## config.mk

```make
export PLATFORM = sky130hd
export DESIGN_NAME = ptw_walker
export DESIGN_NICKNAME = d
export VERILOG_FILES = /design/src/rtl/ptw_pkg.sv /design/src/rtl/ptw_addr_gen.sv /design/src/rtl/ptw_leaf_chk.sv /design/src/rtl/ptw_walker.sv
export SDC_FILE = /design/constraint.sdc
export NUM_CORES = 1
export LEC_CHECK = 0
export BUFFER_PORTS_ARGS = -buffer_cell sky130_fd_sc_hd__buf_2
export CORE_MARGIN = 2
export CORE_UTILIZATION = 45
export DETAILED_ROUTE_END_ITERATION = 10
export GPL_ROUTABILITY_DRIVEN = 1
export GPL_TIMING_DRIVEN = 0
export MAX_ROUTING_LAYER = met4
export PLACE_DENSITY = 0.76
export SKIP_CTS_REPAIR_TIMING = 1
export SYNTH_ARGS = -nofsm -noshare
export SYNTH_HDL_FRONTEND = slang
export SYNTH_HIERARCHICAL = 1
export SYNTH_SLANG_ARGS = --single-unit
```

## constraint.sdc

```tcl
create_clock -name clk -period 7.7 [get_ports clk]
set_input_delay 1.54 -clock clk [delete_from_list [all_inputs] [get_ports clk]]
set_output_delay 1.54 -clock clk [all_outputs]
set_load 0.02 [all_outputs]
```

## src/rtl/ptw_pkg.sv

```systemverilog
package ptw_pkg;

    typedef enum logic [1:0] {
        ACC_LOAD  = 2'd0,
        ACC_STORE = 2'd1,
        ACC_FETCH = 2'd2
    } acc_e;

    typedef enum logic [1:0] {
        ST_OK     = 2'd0,
        ST_PAGE   = 2'd1,
        ST_ACCESS = 2'd2
    } stat_e;

    typedef enum logic [2:0] {
        S_IDLE, S_REQ, S_WAIT, S_WB, S_DONE
    } walk_st_e;

    localparam logic [1:0] PRV_USR = 2'd0;
    localparam logic [1:0] PRV_SUP = 2'd1;
    localparam logic [1:0] PRV_MCH = 2'd3;

    localparam logic [3:0] MD_BARE = 4'd0;
    localparam logic [3:0] MD_L2   = 4'd1;
    localparam logic [3:0] MD_L3   = 4'd8;
    localparam logic [3:0] MD_L4   = 4'd9;
    localparam logic [3:0] MD_L5   = 4'd10;

    localparam int PG_OFS      = 12;
    localparam int PTE_PPN_LSB = 10;
    localparam int IDX_W_NARROW = 10;
    localparam int IDX_W_WIDE   = 9;

    typedef struct packed {
        logic d;
        logic a;
        logic g;
        logic u;
        logic x;
        logic w;
        logic r;
        logic v;
    } pte_flags_t;

    // number of table levels for a scheme; 0 means unsupported
    function automatic logic [2:0] depth_of(logic [3:0] m);
        case (m)
            MD_L2:   return 3'd2;
            MD_L3:   return 3'd3;
            MD_L4:   return 3'd4;
            MD_L5:   return 3'd5;
            default: return 3'd0;
        endcase
    endfunction

    // upper address bits must all copy the highest translated bit
    function automatic logic canon_ok(logic [63:0] va, logic [2:0] depth);
        int          top;
        logic [63:0] m;
        top = PG_OFS + IDX_W_WIDE * int'(depth) - 1;
        m   = {64{1'b1}} << top;
        return ((va & m) == 64'd0) || ((va & m) == m);
    endfunction

endpackage

```

## src/rtl/ptw_addr_gen.sv

```systemverilog
module ptw_addr_gen
    import ptw_pkg::*;
#(
    parameter int PA_W = 56
) (
    input  logic [63:0]      va,
    input  logic             is32,
    input  logic [2:0]       lvl,
    input  logic [PA_W-13:0] base,
    output logic [PA_W-1:0]  entry_addr,
    output logic [PA_W-13:0] lvl_mask,
    output logic [PA_W-13:0] vpn
);
    localparam int PPN_W = PA_W - PG_OFS;

    int          shift;
    logic [63:0] src;
    logic [63:0] sh;
    logic [9:0]  idx;

    always_comb begin
        shift = (is32 ? IDX_W_NARROW : IDX_W_WIDE) * int'(lvl);
        src   = is32 ? {32'd0, va[31:0]} : va;
        sh    = src >> (PG_OFS + shift);
        idx   = is32 ? sh[9:0] : {1'b0, sh[8:0]};
        entry_addr = {base, {PG_OFS{1'b0}}}
                   + (is32 ? (PA_W'(idx) << 2) : (PA_W'(idx) << 3));
        lvl_mask = (PPN_W'(1) << shift) - PPN_W'(1);
        vpn      = is32 ? PPN_W'(va[31:12]) : va[PG_OFS +: PPN_W];
    end
endmodule

```

## src/rtl/ptw_leaf_chk.sv

```systemverilog
module ptw_leaf_chk
    import ptw_pkg::*;
#(
    parameter int PPN_W = 44
) (
    input  pte_flags_t       f,
    input  acc_e             acc,
    input  logic [1:0]       prv,
    input  logic             sum,
    input  logic             mxr,
    input  logic [PPN_W-1:0] ppn,
    input  logic [PPN_W-1:0] lvl_mask,
    output logic             fault,
    output logic             pr,
    output logic             pw,
    output logic             px
);
    logic rsvd, u_bad, s_bad, misal, a_bad;

    always_comb begin
        rsvd  = f.w && !f.r;
        u_bad = f.u && (prv != PRV_USR) && (!sum || acc == ACC_FETCH);
        s_bad = !f.u && (prv != PRV_SUP);
        misal = |(ppn & lvl_mask);
        a_bad = ((acc == ACC_LOAD)  && !(f.r || (f.x && mxr)))
             || ((acc == ACC_STORE) && !f.w)
             || ((acc == ACC_FETCH) && !f.x);
        fault = rsvd || u_bad || s_bad || misal || a_bad;
        pr    = f.r || (f.x && mxr);
        pw    = f.w && ((acc == ACC_STORE) || f.d);
        px    = f.x;
    end
endmodule

```

## src/rtl/ptw_walker.sv

```systemverilog
module ptw_walker
    import ptw_pkg::*;
#(
    parameter int PA_W = 56
) (
    input  logic             clk,
    input  logic             rst,
    input  logic             req_valid,
    output logic             req_ready,
    input  logic [63:0]      req_vaddr,
    input  logic [1:0]       req_acc,
    input  logic [1:0]       req_priv,
    input  logic             req_mprv,
    input  logic [1:0]       req_mpp,
    input  logic             req_sum,
    input  logic             req_mxr,
    input  logic [3:0]       req_mode,
    input  logic [PA_W-13:0] req_root,
    output logic             mem_rd_req,
    output logic [PA_W-1:0]  mem_addr,
    output logic             mem_word4,
    input  logic             mem_rd_valid,
    input  logic [63:0]      mem_rd_data,
    input  logic             mem_rd_err,
    output logic             mem_wr_en,
    output logic [63:0]      mem_wr_data,
    output logic             res_valid,
    output logic [1:0]       res_status,
    output logic [PA_W-1:0]  res_paddr,
    output logic             res_r,
    output logic             res_w,
    output logic             res_x
);
    localparam int PPN_W = PA_W - PG_OFS;

    walk_st_e         st;
    logic [63:0]      va_q;
    acc_e             acc_q;
    logic [1:0]       prv_q;
    logic             sum_q, mxr_q, is32_q;
    logic [2:0]       lvl_q;
    logic [PPN_W-1:0] base_q;
    logic [63:0]      wdata_q;
    stat_e            stat_q;
    logic [PA_W-1:0]  pa_q;
    logic             r_q, w_q, x_q;

    // request decode
    logic [1:0] eprv_c;
    logic [2:0] depth_c;
    acc_e       acc_c;
    always_comb begin
        acc_c   = acc_e'(req_acc);
        eprv_c  = (req_priv == PRV_MCH && acc_c != ACC_FETCH && req_mprv)
                ? req_mpp : req_priv;
        depth_c = depth_of(req_mode);
    end

    // entry decode
    logic [63:0]      pte_c;
    pte_flags_t       fl_c;
    logic [PPN_W-1:0] ppn_c, lmask_c, vpn_c;
    logic [63:0]      upd_c;
    logic             lf_fault, lf_r, lf_w, lf_x;

    always_comb begin
        pte_c = is32_q ? {32'd0, mem_rd_data[31:0]} : mem_rd_data;
        fl_c  = pte_flags_t'(pte_c[7:0]);
        ppn_c = is32_q ? PPN_W'(pte_c[31:PTE_PPN_LSB])
                       : pte_c[PTE_PPN_LSB +: PPN_W];
        upd_c = pte_c | 64'h40 | ((acc_q == ACC_STORE) ? 64'h80 : 64'h0);
    end

    ptw_addr_gen #(.PA_W(PA_W)) u_agen (
        .va         (va_q),
        .is32       (is32_q),
        .lvl        (lvl_q),
        .base       (base_q),
        .entry_addr (mem_addr),
        .lvl_mask   (lmask_c),
        .vpn        (vpn_c)
    );

    ptw_leaf_chk #(.PPN_W(PPN_W)) u_leaf (
        .f        (fl_c),
        .acc      (acc_q),
        .prv      (prv_q),
        .sum      (sum_q),
        .mxr      (mxr_q),
        .ppn      (ppn_c),
        .lvl_mask (lmask_c),
        .fault    (lf_fault),
        .pr       (lf_r),
        .pw       (lf_w),
        .px       (lf_x)
    );

    always_ff @(posedge clk) begin
        if (rst) begin
            st      <= S_IDLE;
            va_q    <= '0;
            acc_q   <= ACC_LOAD;
            prv_q   <= '0;
            sum_q   <= 1'b0;
            mxr_q   <= 1'b0;
            is32_q  <= 1'b0;
            lvl_q   <= '0;
            base_q  <= '0;
            wdata_q <= '0;
            stat_q  <= ST_OK;
            pa_q    <= '0;
            r_q     <= 1'b0;
            w_q     <= 1'b0;
            x_q     <= 1'b0;
        end else begin
            case (st)
                S_IDLE: if (req_valid) begin
                    va_q   <= req_vaddr;
                    acc_q  <= acc_c;
                    prv_q  <= eprv_c;
                    sum_q  <= req_sum;
                    mxr_q  <= req_mxr;
                    is32_q <= (req_mode == MD_L2);
                    base_q <= req_root;
                    lvl_q  <= depth_c - 3'd1;
                    if (eprv_c == PRV_MCH || req_mode == MD_BARE) begin
                        st     <= S_DONE;
                        stat_q <= ST_OK;
                        pa_q   <= req_vaddr[PA_W-1:0];
                        {r_q, w_q, x_q} <= 3'b111;
                    end else if (depth_c == 3'd0 ||
                                 (req_mode != MD_L2 && !canon_ok(req_vaddr, depth_c))) begin
                        st     <= S_DONE;
                        stat_q <= ST_PAGE;
                        pa_q   <= '0;
                        {r_q, w_q, x_q} <= 3'b000;
                    end else begin
                        st <= S_REQ;
                    end
                end
                S_REQ: st <= S_WAIT;
                S_WAIT: if (mem_rd_valid) begin
                    if (mem_rd_err) begin
                        st     <= S_DONE;
                        stat_q <= ST_ACCESS;
                        pa_q   <= '0;
                        {r_q, w_q, x_q} <= 3'b000;
                    end else if (fl_c.v && !fl_c.r && !fl_c.w && !fl_c.x && lvl_q != 3'd0) begin
                        lvl_q  <= lvl_q - 3'd1;
                        base_q <= ppn_c;
                        st     <= S_REQ;
                    end else if (!fl_c.v || (!fl_c.r && !fl_c.w && !fl_c.x) || lf_fault) begin
                        st     <= S_DONE;
                        stat_q <= ST_PAGE;
                        pa_q   <= '0;
                        {r_q, w_q, x_q} <= 3'b000;
                    end else begin
                        stat_q  <= ST_OK;
                        pa_q    <= {(ppn_c | (vpn_c & lmask_c)), va_q[PG_OFS-1:0]};
                        {r_q, w_q, x_q} <= {lf_r, lf_w, lf_x};
                        wdata_q <= upd_c;
                        st      <= (upd_c != pte_c) ? S_WB : S_DONE;
                    end
                end
                S_WB:    st <= S_DONE;
                default: st <= S_IDLE;
            endcase
        end
    end

    assign req_ready   = (st == S_IDLE);
    assign mem_rd_req  = (st == S_REQ);
    assign mem_wr_en   = (st == S_WB);
    assign mem_word4   = is32_q;
    assign mem_wr_data = wdata_q;
    assign res_valid   = (st == S_DONE);
    assign res_status  = stat_q;
    assign res_paddr   = pa_q;
    assign res_r       = r_q;
    assign res_w       = w_q;
    assign res_x       = x_q;
endmodule

```

==> run_results.csv <==
group,metric,value,unit
floorplan,die_h,201,um
pwr,power.density,206,nW/um^2
synthesis,synth_area_leaders,"dfxtp_1, nand2_1, a21oi_1",
critical_path,worst_setup_path_start_kind,"flip-flop",
critical_path,reg2reg_slack,110,ps
pwr,power.total,4340,uW
timing,finalMaxSlewViolations,0,
cells_and_area,syn_to_final_growth,20.4,%
pwr,comb_power_share,33.1,%
critical_path,cp_num_buf_inv,6,
placement,port_buffers,372,
run,max_cap_violations,0,
timing,skew,10.8,ps
worst_hold_path,hp-class,"reg -> reg",
floorplan,pin_count,376,
cts,max-clock-path-buffers,3,
timing,tightest_slew,1170,ps
critical_path,slowest_stage,"dfxtp_2",
critical_path,crit_required,8190,ps
timing,max_freq,132,MHz
route,first_iter_violations,2791,
critical_path,r2r_start,"mem_word4",
critical_path,cp.arrival,8080,ps
critical_path,crit_family,"simple AND/OR/NAND/NOR gates",
critical_path,startpoint,"mem_word4",
cts,cts_tree,"built",
synthesis,synthesis.area,17500,um^2
global_route,grt_pass1_vias,19361,
critical_path,reg2reg_to,"res_paddr[15]",
worst_hold_path,worstHoldPathCells,2,
timing,slew_headroom,20.1,%
synthesis,synthFlopType,"dfxtp_1",
global_route,grt.overflow.total,0,
pwr,peakVddDrop,0.171,mV
placement,post-dp-hpwl,72.2,mm
route,drt_wl_total,89.6,mm
synthesis,avgSynthCellArea,7.60,um^2
pwr,clkPwrFrac,34.1,%
critical_path,max_stage_delay,620,ps
synthesis,synth_seq_cells,246,
critical_path,path_cells,"buf_6 -> mux2i_1 -> buf_2 -> clkinvlp_4 -> ha_1 -> buf_2 -> and2_1 -> nand3_1 -> nand3_1 -> and2_4 -> or4_4 -> buf_6 -> and3_1 -> a211o_1 -> a22o_1 -> a221oi_1 -> o2111ai_1 -> or4_1 -> nor2_2 -> nand3_2 -> clkbuf_1 -> nor2_1 -> a21oi_1 -> a211oi_2",
timing,setup-violations-final,0,
synthesis,synth-edff-count,0,
timing,hold_viol,0,
cells_and_area,final_nets,2920,
critical_path,endpoint,"res_paddr[15]",
timing,setup_ws,112,ps
synthesis,async_flop_share,0,%
synthesis,ys_seq_area_share,28.1,%
synthesis,post_synth_inst_count,2305,
timing,final.setup.tns,0,ps
cells_and_area,multi_input_area,11300,um^2
floorplan,rows,72,
cts,clk_latency,570,ps
pwr,switchingPower,1640,uW
floorplan,dieArea,40500,um^2
global_route,grt_util_all_layers,43.5,%
global_route,antenna_found_initial,2,
critical_path,end_kind,"flip-flop",
route,vias,20928,
pwr,pwr-share-seq,32.8,%
route,drtAntennaViolNets,0,
floorplan,start_util,45.4,%
cts,clock_sinks,246,
critical_path,crit_cells,24,
floorplan,die_x,201,um
global_route,grt_pass1_wl,129,mm
timing,fin_crit,7590,ps
timing,rsz0062_at_grt,"no",
route,firstDrtPassIters,11,
pwr,switching_share,37.8,%
synthesis,synth.top_cell.area_share,28.1,%
synthesis,synth_top_area_cell,"dfxtp_1",
placement,place_congestion,1.04,
route,wl_per_cell,27.6,um
placement,dp_slack,-981,ps
pwr,intPower,2700,uW
cts,clkTransAtPathRegs,70,ps
cells_and_area,fillerInstances,3770,
critical_path,crit_type,"reg -> reg",
cts,cts_buffers,27,
timing,timing.hold.ws,453,ps
critical_path,cp_max_fo,13,
global_route,grt_max_degree,15,
synthesis,yosysWarnings,6,
cts,cts_root_buf,"clkbuf_16",
floorplan,core,38600,um^2
run_status,outcome,"finished, final reports clean",
cells_and_area,regArea,4930,um^2
timing,post-route-period-util,98.6,%
pwr,leakage,0.00848,uW
route,drc_errors,0,
cts,h-tree-depth,1,
critical_path,worstRegToRegCells,24,
route,via_per_inst,6.44,
cells_and_area,drive_above_1_share,23.4,%
synthesis,synth_cell_types,94,
## power by group through the flow
stage / combinational [uW] / sequential, uW / clock [uW]
floorplan: 821 / 1450 / 0
global placement: 1380 / 1440 / 0
detailed placement: 1370 / 1450 / 0
CTS: 1380 / 1420 / 1480
global route: 1490 / 1430 / 1530
finish: 1440 / 1430 / 1480
## cell usage after synthesis, types with 16 or more instances
| library cell | count |
|---|---|
| xor2_1 | 16 |
| nand2_1 | 416 |
| ha_1 | 20 |
| nor2_1 | 194 |
| a211oi_2 | 60 |
| nand2b_1 | 37 |
| a22oi_1 | 19 |
| mux2i_1 | 40 |
| nor3_1 | 29 |
| buf_2 | 17 |
| a211oi_1 | 97 |
| clkbuf_1 | 131 |
| and3_1 | 19 |
| and2_1 | 17 |
| a311oi_1 | 27 |
| buf_1 | 17 |
| a21oi_1 | 308 |
| nand4_1 | 24 |
| nand3_1 | 48 |
| o21ai_0 | 54 |
| dfxtp_1 | 246 |
| nor2b_1 | 36 |
| mux4_2 | 40 |
| inv_1 | 53 |
| xnor2_1 | 40 |
| buf_4 | 40 |
## worst min path at each step
stage | from | to | slack (ps)
floorplan | sum_q | sum_q | 440
global placement | mem_wr_data[54] | mem_wr_data[54] | 440
detailed placement | mem_wr_data[17] | mem_wr_data[17] | 440
CTS | mem_wr_data[17] | mem_wr_data[17] | 450
global route | mem_wr_data[1] | mem_wr_data[1] | 470
finish | mem_wr_data[21] | mem_wr_data[21] | 450
## logic make-up after synthesis
group           Yosys count  share of synthesized area, %
simple gates            893                          23.3
compound gates          727                          28.9
buf+inv                 272                          7.33
flops                   246                          28.1
mux                      86                          7.85
xor+xnor                 58                          2.99
fa+ha+maj                21                          1.54
other cells               2                        0.0429
## per-layer routing
| metal | track usage [%] | vias to the layer above | share of wire [%] |
|---|---|---|---|
| li1 | - | 9152 | - |
| met1 | 55.6 | 10014 | 40 |
| met2 | 67.9 | 1474 | 44 |
| met3 | 7.68 | 288 | 11 |
| met4 | 18.7 | 0 | 5.5 |
| met5 | - | - | 0 |
## final cells by class
| type | count | area share [%] |
|---|---|---|
| diodes | 2 | 0.0237 |
| plain buffers | 215 | 5.13 |
| clock buffers | 37 | 3.72 |
| clock inverters | 13 | 1.07 |
| inverters | 55 | 0.997 |
| multi-input cells | 1791 | 53.7 |
| flip-flops and latches | 246 | 23.4 |
| well taps | 518 | 3.07 |
| repair buffers | 373 | 8.88 |
## per-stage QoR
| stage | cell area, um^2 | cells | utilization (%) |
|---|---|---|---|
| floorplan | 17500 | 2309 | - |
| global placement | 20000 | 3199 | 52.0 |
| detailed placement | 20000 | 3200 | 52.0 |
| CTS | 21100 | 3250 | 54.6 |
| global route | 21100 | 3250 | 54.7 |
| finish | 21100 | 3250 | 54.7 |
## layout by cell type (no fill, tap or decap), types with 29 or more instances in the layout
cell type and instances:
clkbuf_1 126, nand2b_1 37, o21ai_0 54, mux4_2 40
inv_1 53, nor2_1 193, mux2i_1 40, a21oi_1 308
xnor2_1 40, nor2b_1 36, buf_4 40, buf_2 390
nor3_1 29, a211oi_2 60, dfxtp_1 245, nand2_1 415
nand3_1 47, a211oi_1 97
## tightest hold or removal path, delay by kind of cell (launching register included)
family | cells | cell delay (ps)
AOI/OAI and AO/OA | 1 | 50
and+or+nand+nor | 1 | 50
DFF | 1 | 310
## state kept, by name, indices dropped and copies added (netlist names)
| name | cells |
|---|---|
| mem_word4 | 1 |
| res_w | 1 |
| sum_q | 1 |
| prv_q | 2 |
| mxr_q | 1 |
| acc_q | 2 |
| res_r | 1 |
| res_paddr | 56 |
| lvl_q | 3 |
| va_q | 64 |
| res_x | 1 |
| mem_wr_data | 64 |
| st | 3 |
| res_status | 2 |
| base_q | 44 |
Power figures use the tool's default switching activity.
